File: config.mk
export PLATFORM = sky130hd
export DESIGN_NAME = hz_unit
export DESIGN_NICKNAME = d
export VERILOG_FILES = /design/src/rtl/hz_pkg.sv /design/src/rtl/hz_decode.sv /design/src/rtl/hz_fwd.sv /design/src/rtl/hz_interlock.sv /design/src/rtl/hz_unit.sv
export SDC_FILE = /design/constraint.sdc
export NUM_CORES = 1
export LEC_CHECK = 0
export BUFFER_PORTS_ARGS = -buffer_cell sky130_fd_sc_hd__buf_4
export CAP_MARGIN = 20
export CORE_ASPECT_RATIO = 0.9
export CORE_MARGIN = 2
export CORE_UTILIZATION = 41
export DETAILED_ROUTE_END_ITERATION = 12
export PLACE_DENSITY_LB_ADDON = 0.08
export SYNTH_ARGS = -nofsm -noshare
export SYNTH_HDL_FRONTEND = slang
export SYNTH_HIERARCHICAL = 1
export SYNTH_SLANG_ARGS = --single-unit
File: constraint.sdc
create_clock -name vclk -period 2.2
set_clock_uncertainty 0.15 [all_clocks]
set_input_delay 0.11 -clock vclk [all_inputs]
set_output_delay 0.11 -clock vclk [all_outputs]
set_load 0.005 [all_outputs]
File: src/rtl/hz_pkg.sv
// Shared types and encodings for the hazard unit.
// Assumes a 32-bit fixed instruction format with 5-bit register fields.
package hz_pkg;
    localparam int INSTR_W  = 32;
    localparam int REG_AW   = 5;
    localparam int OPC_W    = 6;
    localparam int OPC_LSB  = INSTR_W - OPC_W;
    localparam int RA_LSB   = 21;
    localparam int RB_LSB   = 16;
    localparam int RC_LSB   = 0;
    localparam int LIT_BIT  = 12;
    localparam int NUM_OPND = 2;
    localparam int NUM_PREG = 5;
    localparam int NUM_STG  = 4;

    typedef logic [REG_AW-1:0] reg_idx_t;
    localparam reg_idx_t ZERO_REG = '1;

    localparam logic [OPC_W-1:0] OPC_LOAD    = 6'h29;
    localparam logic [OPC_W-1:0] OPC_STORE   = 6'h2D;
    localparam logic [OPC_W-1:0] OPC_JUMP    = 6'h1A;
    localparam logic [3:0]       OPC_ALU_TOP = 4'b0100;
    localparam logic [2:0]       OPC_BR_TOP  = 3'b111;

    typedef enum logic [1:0] {
        OPND_REG = 2'd0,
        OPND_MEM = 2'd1,
        OPND_WB  = 2'd2
    } opnd_sel_e;

    typedef enum logic [1:0] {
        PR_LOAD  = 2'd0,
        PR_HOLD  = 2'd1,
        PR_CLEAR = 2'd2
    } preg_ctl_e;

    typedef struct packed {
        logic     rd_a;
        logic     rd_b;
        reg_idx_t src_a;
        reg_idx_t src_b;
        logic     wr;
        reg_idx_t dst;
        logic     is_load;
        logic     is_store;
    } uop_info_t;
endpackage

File: src/rtl/hz_decode.sv
// Classifies one instruction word: which register fields it reads, which it
// writes, and whether it is a load or a store. A write to the zero register
// is reported as no write, so later compare logic never matches it.
// Assumes an all-zero word is a no-op (opcode 0 is outside every class).
module hz_decode
    import hz_pkg::*;
(
    input  logic [INSTR_W-1:0] instr,
    output uop_info_t          info
);
    logic [OPC_W-1:0] opc;
    reg_idx_t         fld_a;
    reg_idx_t         fld_b;
    reg_idx_t         fld_c;
    logic             lit_form;
    logic             unused_bits;

    assign opc         = instr[OPC_LSB +: OPC_W];
    assign fld_a       = instr[RA_LSB +: REG_AW];
    assign fld_b       = instr[RB_LSB +: REG_AW];
    assign fld_c       = instr[RC_LSB +: REG_AW];
    assign lit_form    = instr[LIT_BIT];
    assign unused_bits = ^{instr[RB_LSB-1:LIT_BIT+1], instr[LIT_BIT-1:RC_LSB+REG_AW]};

    // Map opcode class to read/write usage of the register fields.
    always_comb begin
        info       = '0;
        info.src_a = fld_a;
        info.src_b = fld_b;
        if (opc[OPC_W-1 -: 4] == OPC_ALU_TOP) begin
            info.rd_a = 1'b1;
            info.rd_b = !lit_form;
            info.wr   = 1'b1;
            info.dst  = fld_c;
        end else if (opc == OPC_LOAD) begin
            info.rd_b    = 1'b1;
            info.wr      = 1'b1;
            info.dst     = fld_a;
            info.is_load = 1'b1;
        end else if (opc == OPC_STORE) begin
            info.rd_a     = 1'b1;
            info.rd_b     = 1'b1;
            info.is_store = 1'b1;
        end else if (opc[OPC_W-1 -: 3] == OPC_BR_TOP) begin
            info.rd_a = 1'b1;
        end else if (opc == OPC_JUMP) begin
            info.rd_b = 1'b1;
        end
        if (info.dst == ZERO_REG) begin
            info.wr = 1'b0;
        end
    end
endmodule

File: src/rtl/hz_fwd.sv
// Forwarding select logic. For each execute-stage operand it picks the
// memory-stage result, the write-back result or the register file, with the
// younger result first. It also picks load data for a store's data input.
// Assumes a load in the memory stage has no result yet.
module hz_fwd
    import hz_pkg::*;
(
    input  uop_info_t                  ex_info,
    input  uop_info_t                  mem_info,
    input  uop_info_t                  wb_info,
    output logic [NUM_OPND-1:0][1:0]   opnd_sel,
    output logic                       st_from_wb
);
    logic unused_info;
    assign unused_info = ^{ex_info, mem_info, wb_info};

    for (genvar k = 0; k < NUM_OPND; k++) begin : g_opnd
        logic     rd;
        reg_idx_t src;
        logic     hit_mem;
        logic     hit_wb;

        // Select which field and read flag this operand lane uses.
        assign rd  = (k == 0) ? ex_info.rd_a  : ex_info.rd_b;
        assign src = (k == 0) ? ex_info.src_a : ex_info.src_b;

        // Match against pending writes; loads in MEM are not yet usable.
        assign hit_mem = rd && mem_info.wr && !mem_info.is_load && (mem_info.dst == src);
        assign hit_wb  = rd && wb_info.wr && (wb_info.dst == src);

        // Younger producer wins.
        assign opnd_sel[k] = hit_mem ? OPND_MEM : (hit_wb ? OPND_WB : OPND_REG);
    end

    // Load in write-back feeding the data of a store in memory.
    assign st_from_wb = mem_info.is_store && wb_info.is_load && wb_info.wr &&
                        (wb_info.dst == mem_info.src_a);
endmodule

File: src/rtl/hz_interlock.sv
// Load-use interlock and pipe-register control. When the decode instruction
// needs, as an ALU operand or address base, the register a load in execute
// is producing, every register ahead of execute holds, execute is cleared,
// and the rest load.
// Assumes store data is covered by the memory-to-memory path, not a stall.
module hz_interlock
    import hz_pkg::*;
#(
    parameter int PREGS   = NUM_PREG,
    parameter int EX_PREG = 2
) (
    input  uop_info_t               id_info,
    input  uop_info_t               ex_info,
    output logic                    load_use,
    output logic [PREGS-1:0][1:0]   preg_ctl
);
    logic hit_a;
    logic hit_b;
    logic unused_info;

    assign unused_info = ^{id_info, ex_info};

    // Operand A of a store is data, not address, so it never stalls.
    assign hit_a    = id_info.rd_a && !id_info.is_store && (id_info.src_a == ex_info.dst);
    assign hit_b    = id_info.rd_b && (id_info.src_b == ex_info.dst);
    assign load_use = ex_info.is_load && ex_info.wr && (hit_a || hit_b);

    for (genvar g = 0; g < PREGS; g++) begin : g_ctl
        if (g < EX_PREG) begin : g_front
            // Registers ahead of execute freeze on a load-use.
            assign preg_ctl[g] = load_use ? PR_HOLD : PR_LOAD;
        end else if (g == EX_PREG) begin : g_ex
            // Execute receives the bubble.
            assign preg_ctl[g] = load_use ? PR_CLEAR : PR_LOAD;
        end else begin : g_back
            // Older instructions drain normally.
            assign preg_ctl[g] = PR_LOAD;
        end
    end
endmodule

File: src/rtl/hz_unit.sv
// Top of the hazard unit. Decodes the four held instruction words, drives
// operand and store-data selects, and issues pipe-register controls.
// Assumes the surrounding pipeline applies the controls at its next edge.
module hz_unit
    import hz_pkg::*;
(
    input  logic [31:0] id_instr,
    input  logic [31:0] ex_instr,
    input  logic [31:0] mem_instr,
    input  logic [31:0] wb_instr,
    output logic [1:0]  alu_a_sel,
    output logic [1:0]  alu_b_sel,
    output logic        st_data_sel,
    output logic [1:0]  if_ctl,
    output logic [1:0]  id_ctl,
    output logic [1:0]  ex_ctl,
    output logic [1:0]  mem_ctl,
    output logic [1:0]  wb_ctl
);
    localparam int S_ID  = 0;
    localparam int S_EX  = 1;
    localparam int S_MEM = 2;
    localparam int S_WB  = 3;

    logic [INSTR_W-1:0]           stage_word [NUM_STG];
    uop_info_t                    stage_info [NUM_STG];
    logic [NUM_OPND-1:0][1:0]     opnd_sel;
    logic [NUM_PREG-1:0][1:0]     preg_ctl;
    logic                         load_use;

    assign stage_word[S_ID]  = id_instr;
    assign stage_word[S_EX]  = ex_instr;
    assign stage_word[S_MEM] = mem_instr;
    assign stage_word[S_WB]  = wb_instr;

    for (genvar s = 0; s < NUM_STG; s++) begin : g_dec
        hz_decode u_dec (
            .instr (stage_word[s]),
            .info  (stage_info[s])
        );
    end

    hz_fwd u_fwd (
        .ex_info    (stage_info[S_EX]),
        .mem_info   (stage_info[S_MEM]),
        .wb_info    (stage_info[S_WB]),
        .opnd_sel   (opnd_sel),
        .st_from_wb (st_data_sel)
    );

    hz_interlock #(.PREGS(NUM_PREG), .EX_PREG(2)) u_lock (
        .id_info  (stage_info[S_ID]),
        .ex_info  (stage_info[S_EX]),
        .load_use (load_use),
        .preg_ctl (preg_ctl)
    );

    assign alu_a_sel = opnd_sel[0];
    assign alu_b_sel = opnd_sel[1];
    assign if_ctl    = preg_ctl[0];
    assign id_ctl    = preg_ctl[1];
    assign ex_ctl    = preg_ctl[2];
    assign mem_ctl   = preg_ctl[3];
    assign wb_ctl    = preg_ctl[4];

    // Cross-check selects and controls against the decoded stage contents.
    always_comb begin
        // nothing forwarded for the zero register.
        p_no_zero_fwd_r2: assert ((alu_a_sel == OPND_REG) || (stage_info[S_EX].src_a != ZERO_REG))
            else $error("operand A forwarded for the zero register");
        // a memory-stage select never comes from a load.
        p_mem_not_load_r7: assert (!((alu_a_sel == OPND_MEM) || (alu_b_sel == OPND_MEM)) ||
                                   !stage_info[S_MEM].is_load)
            else $error("load result forwarded from memory stage");
        // encodings stay within the defined set.
        p_sel_legal_r3: assert ((alu_a_sel != 2'd3) && (alu_b_sel != 2'd3))
            else $error("illegal operand select");
        // store data path only between a store and an older load.
        p_store_pair_r8: assert (!st_data_sel ||
                                 (stage_info[S_MEM].is_store && stage_info[S_WB].is_load))
            else $error("store data forward without load/store pair");
        // a clear into execute comes with a frozen front end.
        p_stall_shape_r9: assert ((ex_ctl != PR_CLEAR) ||
                                  ((if_ctl == PR_HOLD) && (id_ctl == PR_HOLD) &&
                                   (mem_ctl == PR_LOAD) && (wb_ctl == PR_LOAD)))
            else $error("bubble without matching hold");
        // an interlock needs a load in execute.
        p_stall_cause_r9: assert (!load_use || stage_info[S_EX].is_load)
            else $error("interlock without a load in execute");
    end
endmodule

# Word level (Yosys, flattened, before mapping)
# Index checks and enable logic that the tools add are counted.
# word_totals
register_bits	0
input_bits	128
out_inout_bits	15
word_cells	90
# classes
eq_ne	26
n_mux	41
n_reduce_logical	23
# op_table
op	n
== test 6 bit (second input constant)	8
== test 5 bit	7
two-way mux 2 bit	12
two-way mux 1 bit	23
two-way mux 7 bit	3
logical AND 1 bit	18
two-way mux 6 bit	3
== test 4 x 3 -> 1 bit (second input constant)	4
== test 5 bit (second input constant)	3
== test 6 x 5 -> 1 bit (second input constant)	2
== test 3 bit (second input constant)	2
zero test 1 bit	4
logical OR 1 bit	1

# Longest topological paths before layout
# Gate-level depths: netlist of the first run.
# depth
word_depth	11
ltp_mapped	8
mapped_depth_nobuf	7

# Modules after synthesis
# Netlist of the first run, hierarchy kept.
# modules_own_cells
mod	instances	cells_per_inst	area_each_um2	seq_area_each_um2
hz_decode	4	38	289.0	0.0
hz_fwd	1	43	349.1	0.0
hz_interlock	1	27	203.9	0.0

# Worst setup path after synthesis of the first run
# OpenSTA, ideal clock, no wires.
# synth_timing
path_type	input -> output
start	input mem_instr[28]
end	output alu_b_sel[0]
arrival_time_ps	1550
required_ps	1940
slack_ps	390
cell_stages	8
n_path_buf	1
cell_sequence	nor4b_4 -> and2_1 -> a32o_2 -> a41oi_2 -> nor2b_1 -> and3_1 -> and2_1 -> buf_4
# synth_rtl
item	line	text
from (decl)	hz_unit.sv:9	input logic [31:0] mem_instr,
to (decl)	hz_unit.sv:12	output logic [1:0] alu_b_sel,

==> impl_metrics.tcl, run 1 <==
set metrics [dict create \
    fillCellCount 320 \
    hold_viol 0 \
    dpl.hpwl_mm 3.15 \
    whs_path_depth 5 \
    finalWorstSetupSlack_ps 136 \
    routabilityCongestion 0.843 \
    grt-ovfl-total 0 \
    critPathArrivalTime_ps 1800 \
    ir_drop_mv 0.0652 \
    wl_per_cell_um 13.3 \
    finalSetupTns_ps 0 \
    postPlaceCellArea_um2 1800 \
    start_util_pct 44.1 \
    finalCritPeriodShare_pct 93.8 \
    yosys_warnings 6 \
    pre_cts_ws_ps 7.49 \
    dieArea_um2 3860 \
    clkbuf_count 0 \
    antenna_found_initial 0 \
    syn_area_um2 1380 \
    diodes 0 \
    rows 19 \
    n_sequential_cell 0 \
    worstPathMaxFanout 7 \
    ioPinCount 143 \
    ant_nets 0 \
    final_nets 356 \
    total_leakage_power_uw 0.000844 \
    critical_path_class "in -> out" \
    regArea_um2 0 \
    dr.pass1.iters 4 \
    rsz0062_at_grt "false" \
    setup_violations 0 \
    intPower_uw 140 \
    area_growth_pct 32.1 \
    drtIter0Drc 73 \
    drc 0 \
    start_kind "input pin" \
    cts.hold.buffers_added 0 \
    drv_cap 0 \
    required_ps 1940 \
    routed_wl_mm 3.58 \
    core_area_um2 3140 \
    port_buffers 79 \
    seq_power_share_pct 0 \
    combPwrFrac_pct 100.0 \
    fmaxAchievable_ghz 0.485 \
    switching_share_pct 43.5 \
    min_period_ps 2060 \
    syn_inst 174 \
    clockPowerShare_pct 0 \
    status "finished clean" \
    hold_class "in -> out" \
    slew_viol_final 0 \
    grt_pass1_wl_mm 5.62 \
    die_width_um 65.2 \
    grt_max_degree 10 \
    worstSetupEndpointType "output port" \
    num_vias 1391 \
    drive_gt1_share_pct 50.0 \
    final_cell_area_um2 1830 \
    via_per_inst 5.19 \
    grt_pass1_vias 1273 \
    synth_area_per_cell_um2 7.95 \
    switching_power_uw 108 \
    power_density_nw_per_um2 136 \
    globalRouteTotalUtil_pct 17.7 \
    dieHeight_um 59.1 \
    multiInputGateArea_um2 1120 \
]
metrics by stage:
step	total power (uW)	hold WS [ps]	std cells	util, %
6_report	248	460	268	58.3
5_1_grt	269	484	268	58.3
4_1_cts	245	461	267	57.3
3_5_place_dp	244	461	267	57.3
3_3_place_gp	237	461	267	57.3
2_1_floorplan	142	206	180	-
final timing paths:
check | start | to | slack (ps)
worst min-delay path | ex_instr[12] | alu_b_sel[1] | 460
worst max-delay path | mem_instr[31] | alu_a_sel[1] | 140
worst max-delay path, stage by stage:
cell and delay (ps):
buf_4 130, nor4b_4 260, buf_4 180, and2_1 150, a32o_2 130, a41oi_2 100, nor2b_1 170, and3_4 170
a211oi_2 240, buf_4 150
layer usage:
layer | wire length (um) | up-vias | track usage [%] | part of all wire, %
li1 | - | 707 | - | -
met4 | 0 | 0 | 0 | 0
met1 | 1610 | 627 | 24.9 | 45
met3 | 261 | 0 | 1.33 | 7.3
met5 | 0 | - | 0 | 0
met2 | 1710 | 57 | 31.6 | 48
cell usage in the layout (no fill, tap or decap), types with 3 or more instances in the layout:
cell type / n
nand4_1: 7
a41oi_2: 3
and2_1: 5
nand4b_2: 4
nor2_1: 12
a22o_2: 3
xnor2_1: 26
buf_4: 83
a22o_1: 9
conb_1: 7
nand3_1: 3
nor4b_4: 4
nor3_1: 6
xor2_1: 9
inv_1: 8
nor3_4: 3
a31o_2: 3
a21oi_1: 10
a32o_2: 6
power groups by stage:
stage          clock network [uW]  logic, uW  registers, uW
6_report                        0        248              0
5_1_grt                         0        269              0
4_1_cts                         0        245              0
3_5_place_dp                    0        244              0
3_3_place_gp                    0        237              0
2_1_floorplan                   0        142              0
what timing repair did:
action / CTS / global route
resized for setup: 0 / 4
hold endpoints to repair: 0 / 0
endpoints found under the setup margin: 0 / 5
buffers inserted: 0 / 1
layout make-up:
type                            instances  area share, %
Inverter                                8           1.64
Multi-Input combinational cell        135           61.4
Timing Repair Buffer                   83           34.1
Tap cell                               42           2.87
Note: power is estimated with default switching activity, not from simulation.
==> inputs of run 2 (changes only) <==
- clock period: 2.2 -> 2.1 ns (I/O delays scaled with it)
==> impl_metrics.tcl, run 2 (synthesized netlist as in run 1, its figures left out) <==
set metrics [dict create \
    final_core_util_pct 58.7 \
    die_width_um 65.2 \
    drv_cap 0 \
    critPathArrivalTime_ps 1750 \
    hold_class "in -> out" \
    drive_gt1_share_pct 51.1 \
    layout_commonest_cell "buf_4" \
    antenna_found_initial 0 \
    grt_max_degree 10 \
    critical_path_class "in -> out" \
    n_sequential_cell 0 \
    total_power_uw 257 \
    globalRouteTotalUtil_pct 17.3 \
    status "finished clean" \
    power_density_nw_per_um2 139 \
    dieArea_um2 3860 \
    cts.hold.buffers_added 0 \
    dr.pass1.iters 5 \
    drc 0 \
    core_area_um2 3140 \
    start_kind "input pin" \
    hold_viol 0 \
    rsz0062_at_grt "true" \
    area_growth_pct 33.2 \
    place_inst 270 \
    grt-ovfl-total 0 \
    wl_per_cell_um 13.1 \
    start_util_pct 44.1 \
    slew_viol_final 0 \
    rows 19 \
    diodes 0 \
    finalCritPeriodShare_pct 95.6 \
    final_nets 359 \
    grt_pass1_wl_mm 5.54 \
    dieHeight_um 59.1 \
    grt_pass1_vias 1300 \
    finalSetupTns_ps 0 \
    num_vias 1412 \
    setup_violations 0 \
    fmaxAchievable_ghz 0.498 \
    total_leakage_power_uw 0.000855 \
    stdcell_count 271 \
    required_ps 1850 \
    clkbuf_count 0 \
    worstSetupEndpointType "output port" \
    drtIter0Drc 31 \
    ir_drop_mv 0.0667 \
    routed_wl_mm 3.54 \
    crit_start "mem_instr[31]" \
    ant_nets 0 \
    dpl.hpwl_mm 3.13 \
    worstPathMaxFanout 8 \
    ioPinCount 143 \
    routabilityCongestion 0.831 \
    endpoint "alu_b_sel[1]" \
    via_per_inst 5.21 \
    final_cell_mix "86 x buf_4, 26 x xnor2_1, 12 x nor2_1" \
    port_buffers 79 \
    regArea_um2 0 \
    min_period_ps 2010 \
]
-- run 2: cell types whose count changed in the layout (fill, tap and decap cells not counted) --
| cell | delta |
|---|---|
| a211oi_2 | +1 |
| a211oi_1 | -1 |
| nor3_2 | +2 |
| nor3_4 | -2 |
| buf_4 | +3 |
-- run 2: worst min-delay path by stage --
stage / depth (start not counted) / from / endpoint / slack [ps]
detailed placement: 5 / mem_instr[27] / st_data_sel / 450
global placement: 5 / ex_instr[20] / alu_b_sel[1] / 450
floorplan: 3 / mem_instr[27] / st_data_sel / 200
CTS: 5 / mem_instr[27] / st_data_sel / 450
finish: 5 / mem_instr[24] / st_data_sel / 450
global route: 5 / ex_instr[12] / alu_b_sel[1] / 490
-- run 2: where the power goes --
group	internal [uW]	switching (uW)
Sequential	0	0
Combinational	147	110
Clock	0	0
-- run 2: worst max-delay path, stage by stage --
cell      delay [ps]
buf_4            130
nor4b_4          280
buf_4            190
a21oi_1           70
nor2_1           130
a41oi_2          130
nor2b_1          160
and3_1           200
a211oi_2         220
buf_4            140
-- run 2: final cells by class --
class                      instances  area (um2)
timing repair buffer              86         646
fill                             318        1290
tap                               42        52.6
inverter                           8        30.0
multi-input combinational        135        1110
-- run 2: repair_timing --
| item | CTS | global route |
|---|---|---|
| endpoints found under the setup margin | 1 | 3 |
| buffers inserted | 0 | 1 |
| pin swaps | 0 | 3 |
| hold endpoints to repair | 0 | 0 |
| resized for setup | 1 | 2 |
-- run 2: routing by layer --
layer / global-route usage, % / vias to the layer above / share of wire, %
li1: - / 713 / -
met1: 23.1 / 640 / 44
met2: 31.9 / 59 / 49
met3: 1.90 / 0 / 7.6
met4: 0.298 / 0 / 0
met5: 0 / - / 0
-- run 2: metrics by stage --
stage	hold WS, ps	setup slack (ps)	cell area [um2]
final	451	92.0	1840
after global placement	451	70.0	1820
after CTS	451	54.6	1820
after global routing	495	-17.3	1840
after floorplan	196	325	1410
after detailed placement	449	-5.51	1820
